File: config.mk
export PLATFORM = sky130hd
export DESIGN_NAME = dbg_trig_seq
export DESIGN_NICKNAME = d
export VERILOG_FILES = /design/src/rtl/dbg_trig_pkg.sv /design/src/rtl/dbg_mode_decode.sv /design/src/rtl/dbg_cond_eval.sv /design/src/rtl/dbg_seq_track.sv /design/src/rtl/dbg_match_flags.sv /design/src/rtl/dbg_trig_seq.sv
export SDC_FILE = /design/constraint.sdc
export NUM_CORES = 1
export LEC_CHECK = 0
export CAP_MARGIN = 20
export CORE_AREA = 5 5 42 44
export CTS_CLUSTER_SIZE = 12
export DETAILED_ROUTE_END_ITERATION = 6
export DIE_AREA = 0 0 47 49
export PLACE_DENSITY = 0.76
export SLEW_MARGIN = 15
export SYNTH_ARGS = -nofsm -noshare
export SYNTH_HDL_FRONTEND = slang
export SYNTH_SLANG_ARGS = --single-unit
export TNS_END_PERCENT = 5
File: constraint.sdc
create_clock -name clk -period 3.4 [get_ports clk]
set_clock_uncertainty 0.2 [all_clocks]
set_input_delay 0.34 -clock clk [delete_from_list [all_inputs] [get_ports clk]]
set_output_delay 0.34 -clock clk [all_outputs]
set_load 0.005 [all_outputs]
File: src/rtl/dbg_trig_pkg.sv
package dbg_trig_pkg;
  localparam int MODE_W = 4;

  typedef enum logic [MODE_W-1:0] {
    M_A_ONLY      = 4'd0,
    M_A_OR_B      = 4'd1,
    M_A_THEN_B    = 4'd2,
    M_B_EVT       = 4'd3,
    M_A_THEN_BEVT = 4'd4,
    M_A_AND_B     = 4'd5,
    M_A_NOT_B     = 4'd6,
    M_IN_RANGE    = 4'd7,
    M_OUT_RANGE   = 4'd8
  } trig_mode_e;

  typedef struct packed {
    logic a_only;
    logic a_or_b;
    logic seq_b;
    logic b_only;
    logic a_and_b;
    logic a_not_b;
    logic in_rng;
    logic out_rng;
  } mode_sel_t;
endpackage

File: src/rtl/dbg_mode_decode.sv
module dbg_mode_decode
  import dbg_trig_pkg::*;
(
  input  logic [MODE_W-1:0] mode,
  output mode_sel_t         sel
);
  always_comb begin
    sel = '0;
    case (mode)
      M_A_OR_B:                    sel.a_or_b  = 1'b1;
      M_A_THEN_B, M_A_THEN_BEVT:   sel.seq_b   = 1'b1;
      M_B_EVT:                     sel.b_only  = 1'b1;
      M_A_AND_B:                   sel.a_and_b = 1'b1;
      M_A_NOT_B:                   sel.a_not_b = 1'b1;
      M_IN_RANGE:                  sel.in_rng  = 1'b1;
      M_OUT_RANGE:                 sel.out_rng = 1'b1;
      default:                     sel.a_only  = 1'b1;  // mode 0 and reserved codes
    endcase
  end
endmodule

File: src/rtl/dbg_cond_eval.sv
module dbg_cond_eval
  import dbg_trig_pkg::*;
(
  input  mode_sel_t sel,
  input  logic      a,
  input  logic      b,
  input  logic      seq,
  output logic      hit
);
  logic both;
  assign both = a & b;

  always_comb begin
    hit = (sel.a_only  & a)
        | (sel.a_or_b  & (a | b))
        | (sel.seq_b   & seq & b)
        | (sel.b_only  & b)
        | (sel.a_and_b & both)
        | (sel.a_not_b & a & ~b)
        | (sel.in_rng  & both)
        | (sel.out_rng & ~both);
  end
endmodule

File: src/rtl/dbg_seq_track.sv
module dbg_seq_track (
  input  logic clk,
  input  logic rst,
  input  logic restart,
  input  logic a_seen,
  output logic seq_q
);
  always_ff @(posedge clk) begin
    if (rst)          seq_q <= 1'b0;
    else if (restart) seq_q <= 1'b0;
    else if (a_seen)  seq_q <= 1'b1;
  end
endmodule

File: src/rtl/dbg_match_flags.sv
module dbg_match_flags #(
  parameter int N = 3
) (
  input  logic         clk,
  input  logic         rst,
  input  logic         clr,
  input  logic         set_en,
  input  logic [N-1:0] hits,
  output logic [N-1:0] flags
);
  for (genvar i = 0; i < N; i++) begin : g_flag
    always_ff @(posedge clk) begin
      if (rst)                    flags[i] <= 1'b0;
      else if (set_en && hits[i]) flags[i] <= 1'b1;
      else if (clr)               flags[i] <= 1'b0;
    end
  end
endmodule

File: src/rtl/dbg_trig_seq.sv
module dbg_trig_seq
  import dbg_trig_pkg::*;
#(
  parameter int REG_W   = 8,
  parameter int NUM_CMP = 3
) (
  input  logic             clk,
  input  logic             rst,
  input  logic             arm_req,
  input  logic             reg_wr,
  input  logic [REG_W-1:0] reg_wdata,
  output logic [REG_W-1:0] reg_rdata,
  input  logic             bus_valid,
  input  logic             hit_a,
  input  logic             hit_b,
  input  logic             hit_c,
  output logic             armed,
  output logic             trig
);
  localparam int PAD_W = REG_W - NUM_CMP - MODE_W;

  logic [MODE_W-1:0]  mode_q;
  logic [NUM_CMP-1:0] flags;
  mode_sel_t          sel;
  logic               seq_q;
  logic               cond_hit;
  logic               live;
  logic               fire;

  // a bus cycle counts only when armed and not being re-armed
  assign live = armed & bus_valid & ~arm_req;
  assign fire = live & cond_hit;

  always_ff @(posedge clk) begin
    if (rst)         mode_q <= '0;
    else if (reg_wr) mode_q <= reg_wdata[MODE_W-1:0];
  end

  dbg_mode_decode u_dec (
    .mode (mode_q),
    .sel  (sel)
  );

  dbg_match_flags #(.N(NUM_CMP)) u_flags (
    .clk    (clk),
    .rst    (rst),
    .clr    (arm_req | reg_wr),
    .set_en (live),
    .hits   ({hit_a, hit_b, hit_c}),
    .flags  (flags)
  );

  dbg_seq_track u_seq (
    .clk     (clk),
    .rst     (rst),
    .restart (arm_req),
    .a_seen  (live & hit_a),
    .seq_q   (seq_q)
  );

  dbg_cond_eval u_cond (
    .sel (sel),
    .a   (hit_a),
    .b   (hit_b),
    .seq (seq_q),
    .hit (cond_hit)
  );

  always_ff @(posedge clk) begin
    if (rst) begin
      armed <= 1'b0;
      trig  <= 1'b0;
    end else begin
      trig <= fire;
      if (arm_req)   armed <= 1'b1;
      else if (fire) armed <= 1'b0;
    end
  end

  assign reg_rdata = {flags, {PAD_W{1'b0}}, mode_q};
endmodule

; ---- After elaboration in Yosys (flattened, before gate mapping)
; Cells that the tools add are included.
[totals]
wordCells = 66
out_inout_bits = 10
in_bits = 16
register_bits = 10
[op_classes]
mux = 14
n_bitwise = 27
eq_ne = 8
reduce_logical = 10
[ops]
columns = op, n
row1 = == test 4 x 3 -> 1 bit (second input constant), 4
row2 = bitwise AND 1 bit, 15
row3 = 2-to-1 mux 1 bit, 14
row4 = OR 1 bit, 9
row5 = == test 4 x 2 -> 1 bit (second input constant), 2
row6 = nonzero test 2 bit, 4
row7 = OR reduction 8 bit, 1
row8 = == test 4 x 1 -> 1 bit (second input constant), 1
row9 = == test 4 bit (second input constant), 1
row10 = OR reduction 2 bit, 2
row11 = logical AND 1 bit, 3
row12 = inverter 1 bit, 3

; ---- Longest topological paths before layout
[logic_depth]
word_depth = 14
ltp_mapped = 5
depth_no_buf = 4

; ---- Hierarchy
; From an unflattened synthesis, not the netlist that was laid out.
[hier_totals]
hier_cells = 57
hier_area_um2 = 541.8
[by_module_without_submodules]
columns = module, cells_per_inst, instances, seq_area_each_um2, area_each_um2
row1 = dbg_trig_seq, 24, 1, 120.1, 245.2
row2 = dbg_match_flags, 12, 1, 60.1, 108.9
row3 = dbg_mode_decode, 10, 1, 0.0, 101.3
row4 = dbg_cond_eval, 8, 1, 0.0, 52.6
row5 = dbg_seq_track, 3, 1, 20.0, 33.8

; ---- Worst setup path before layout
; Ideal clock, no wire load.
[synth_timing]
path_type = reg2reg
from = register mode_q[3]
to = register trig
path_slack_ns = 2.024
synth_period_minus_slack_ns = 1.376
t_arrival_ns = 1.060
t_required_ns = 3.084
stages_incl_launch_ff = 5
path_buffers = 0
setup_ns = 0.116
path_cell_list = dfxtp_1 -> and3b_1 -> o221ai_2 -> nand2_1 -> o211a_1
[synth_between]
elab_chain_cells = 12
word_cells_on_any_way = 36
classes_between = 8 x eq/ne / 8 x mux / 18 x bitwise / 2 x reduce/logical
[synth_lines]
columns = element, line_no
row1 = "start, declared", dbg_trig_seq.sv:22  ; logic [MODE_W-1:0] mode_q;
row2 = "start signal, assigned", dbg_trig_seq.sv:36  ; else if (reg_wr) mode_q <= reg_wdata[MODE_W-1:0];
row3 = "== test 4 x 1 -> 1 bit, or another cell as far along", dbg_mode_decode.sv:9  ; case (mode)
row4 = OR reduction 8 bit (no line) / OR reduction 2 bit (equally long branches), n/a
row5 = 2-to-1 mux 1 bit, dbg_mode_decode.sv:9
row6 = "bitwise AND 1 bit, on equally long branches", "dbg_cond_eval.sv:14, dbg_cond_eval.sv:16"
row7 = OR 1 bit / bitwise AND 1 bit (equally long branches), "dbg_cond_eval.sv:15, dbg_cond_eval.sv:16"
row8 = OR 1 bit, dbg_cond_eval.sv:16  ; | (sel.seq_b & seq & b)
row9 = OR 1 bit, dbg_cond_eval.sv:17  ; | (sel.b_only & b)
row10 = OR 1 bit, dbg_cond_eval.sv:18  ; | (sel.a_and_b & both)
row11 = OR 1 bit, dbg_cond_eval.sv:19  ; | (sel.a_not_b & a & ~b)
row12 = OR 1 bit, dbg_cond_eval.sv:20  ; | (sel.in_rng & both)
row13 = OR 1 bit (*), dbg_cond_eval.sv:21  ; | (sel.out_rng & ~both);
row14 = bitwise AND 1 bit (*), dbg_trig_seq.sv:32  ; assign fire = live & cond_hit;
row15 = "end signal, assigned", dbg_trig_seq.sv:74  ; trig <= fire;
row16 = "end, declared", dbg_trig_seq.sv:18  ; output logic trig
; Mark *: on every way between the ends. The rest lies on a longest branch, timed or not.
; A chain may end at the register's enable or synchronous reset.

; ---- Final worst setup path
[layout_timing]
from = register mode_q[3]
to = output reg_rdata[3]
[layout_lines]
columns = element, line_no
row1 = "end, declared", dbg_trig_seq.sv:12  ; output logic [REG_W-1:0] reg_rdata,
; No word-level cell between the ends.

==> flow_summary.toml <==
[synth]
cell_count_after_synthesis = 55
postSynthRegisterBits = 10
synth-warning-count = 0
fraction_of_registers_with_async_set_or_reset_after_synthesis_pct = 0
most_instantiated_flip_flop_cell_in_the_synthesis_netlist = "sky130_fd_sc_hd__dfxtp_1"
synth.avg_cell_area_um2 = 8.89
synth_cell_types = 26
synth-seq-area-share_pct = 40.9
synth_edf_count = 0
syn-num-nets = 71
syn_area_um2 = 489

[die]
rows = 14
fp.coreArea_um2 = 1400
top_level_ports = 26
overall_die_height_um = 49
die_x_um = 47
die_footprint_um2 = 2300
start_util_pct = 34.9

[grt]
grt-busiest-layer = "met2"
overflow = 0
tot_gr_track_use_pct = 11.1
grt_antenna_before_repair = 0
grt_pass1_wl_um = 1930
number_of_global_route_vias_before_repair = 440
met2_usage_grt_pct = 17.4
maximum_number_of_pins_on_one_net_before_global_route_repair = 11
grtUsageMet3_pct = 4.43
use_met1_pct = 13.7

[cts]
numClockSinks = 10
post_cts.repair.setup_buffers = 0
cts-root-to-sink-buffers = 2
clock_tree_from_tritoncts = "yes"
cts-resized-gates = 0
worst_path_clk_slew_ns = 0.06
insertion_delay_ns = 0.25
cts_bufs_inserted = 3
root_buffer = "sky130_fd_sc_hd__clkbuf_4"
hold_buffer_count_at_cts = 0
h-tree-depth = 1

[sta]
summed_negative_setup_slack_over_all_endpoints_ns = 0
setup_repair_after_global_routing_missed_its_margin = "false"
fmax_ghz = 0.549
report.final.slew_viol_count = 0
finalWorstPathRequiredPeriod_ns = 1.82
finalHoldViolations = 0
period_share_pct = 53.6
timing.final.ws_setup_ns = 1.58
setup-violations-final = 0

[cells_and_area]
antenna_cells = 0
drive_above_1_share_pct = 6.76
synthToLayoutAreaGrowth_pct = 44.2
finalInstanceArea_um2 = 706
layout.nets = 92
filler_cell_count = 148

[worst_hold_path]
hp-class = "flip-flop to flip-flop"
worstHoldStart = "u_flags.flags[1]$_SDFFE_PP0P_"
hold_path_end = "u_flags.flags[1]$_SDFFE_PP0P_"
hold-path-cell-count = 2

[critical_path]
critical_path.cell_chain = "clkdlybuf4s50_1"
crit_buf_inv = 1
r2r_setup_slack_ns = 1.94
worst_r2r_startpoint = "mode_q[3]$_SDFFE_PP0P_"
criticalPathCategory = "flip-flop to primary output"
worstSetupEndpointType = "primary output"
critPathTopFamily = "buffers and inverters"
crit_path_start_kind = "flip-flop"
reg2regPathDepth = 4
slowest_stage = "sky130_fd_sc_hd__clkdlybuf4s50_1"
timing.critical_path.required_ns = 2.86
worstSetupStartpoint = "mode_q[3]$_SDFFE_PP0P_"
worstReg2RegEnd = "trig$_SDFF_PP0_"
critical_path.max_stage_delay_ns = 0.56
timing.critical_path.fanout_max = 8
arrival_ns = 1.28

[detailed_routing]
via_per_inst = 5.12
drt_iter0_markers = 10
drt-pass1-iter-count = 4
routed_wirelength_um = 1120
wl_per_cell_um = 12.4
route.antenna.remaining_nets = 0
post-route-drc-count = 0
vias = 461

[placed_design]
detailedPlacementHpwl_um = 902
gpl.final_weighted_congestion = 0.743
numPortBuffers = 20
place_worst_setup_slack_ns = 1.46
placed_cell_area_um2 = 683

[power_and_ir_drop]
power-per-cell-area_nw_per_um2 = 368
ir_drop_mv = 0.220
power.leakage_uw = 0.000299

[status]
result_of_the_run = "completed"

[job]
drv_cap = 0
-- placed cells by master (no fill, tap or decap), drive strengths merged --
cell,instances
o211ai,1
o21bai,1
o221ai,1
nor2,12
o21ai,1
nand3,2
nor3,2
inv,1
nand2b,1
a31oi,1
and3b,2
dfxtp,10
nand4,1
clkbuf,3
a21boi,1
a21o,1
mux2i,4
a22oi,3
a21oi,1
a221oi,1
clkdlybuf4s50,20
o211a,1
nor3b,1
nand2,1
conb,1
-- cell families (layout without fill, tap and decap cells) --
group                  Yosys count  count (layout)  synth area share [%]
AO/OA/AOI/OAI                   13              13                  22.2
buffers and inverters            5              24                  6.14
multiplexers                     4               4                  8.18
other                            1               1                 0.767
flip-flops                      10              10                  40.9
AND/OR/NAND/NOR                 22              22                  21.7
-- per-stage QoR --
step | hold slack [ns] | power, µW | std cells | utilization (%)
6_report | 0.301 | 260 | 90 | 50.4
5_1_grt | 0.365 | 279 | 90 | 50.4
2_1_floorplan | 0.219 | 160 | 55 | -
3_3_place_gp | 0.285 | 188 | 87 | 48.8
3_5_place_dp | 0.294 | 189 | 87 | 48.8
4_1_cts | 0.309 | 265 | 90 | 50.4
-- synthesized netlist by cell type, types with 2 or more instances --
library cell               count  area [µm²]
sky130_fd_sc_hd__nor2_1       12        45.0
sky130_fd_sc_hd__dfxtp_1      10         200
sky130_fd_sc_hd__mux2i_1       4        40.0
sky130_fd_sc_hd__a22oi_1       3        22.5
sky130_fd_sc_hd__and3b_1       2        17.5
sky130_fd_sc_hd__clkbuf_1      2        7.51
sky130_fd_sc_hd__nand3_1       2        10.0
sky130_fd_sc_hd__nor3_1        2        10.0
-- state kept, by name, summed over array words and instances, names as in the netlist --
signal / count
u_seq.seq_q: 1
armed: 1
mode_q: 4
trig: 1
u_flags.flags: 3
-- cell type report --
| class | count | area [µm²] | share of cell area (%) |
|---|---|---|---|
| clock buffers | 3 | 22.5 | 3.19 |
| inverters | 1 | 3.75 | 0.532 |
| multi-input cells | 40 | 259 | 36.7 |
| flip-flops and latches | 10 | 200 | 28.4 |
| well taps | 16 | 20.0 | 2.84 |
| repair buffers | 20 | 200 | 28.4 |
-- routing by layer --
metal  vias up  routed length [µm]
met4         0                   0
met3         0                  97
met2        13                 564
li1        234                   -
met5         -                   0
met1       214                 456
-- report_power, final --
part | switching [µW] | total [µW] | internal (µW)
clock network | 33.8 | 74.3 | 40.5
logic | 20.9 | 54.4 | 33.5
registers | 7.46 | 131 | 124
total | 62.1 | 260 | 198
-- worst max-delay path by stage --
stage | slack (ns) | to | cells after the start
6_report | 1.58 | reg_rdata[3] | 1
3_3_place_gp | 1.46 | trig$_SDFF_PP0_ | 5
2_1_floorplan | 2.02 | trig$_SDFF_PP0_ | 4
5_1_grt | 1.50 | reg_rdata[3] | 1
4_1_cts | 1.56 | reg_rdata[3] | 1
3_5_place_dp | 1.46 | trig$_SDFF_PP0_ | 5
No activity file was read; power rests on OpenSTA's default activity.
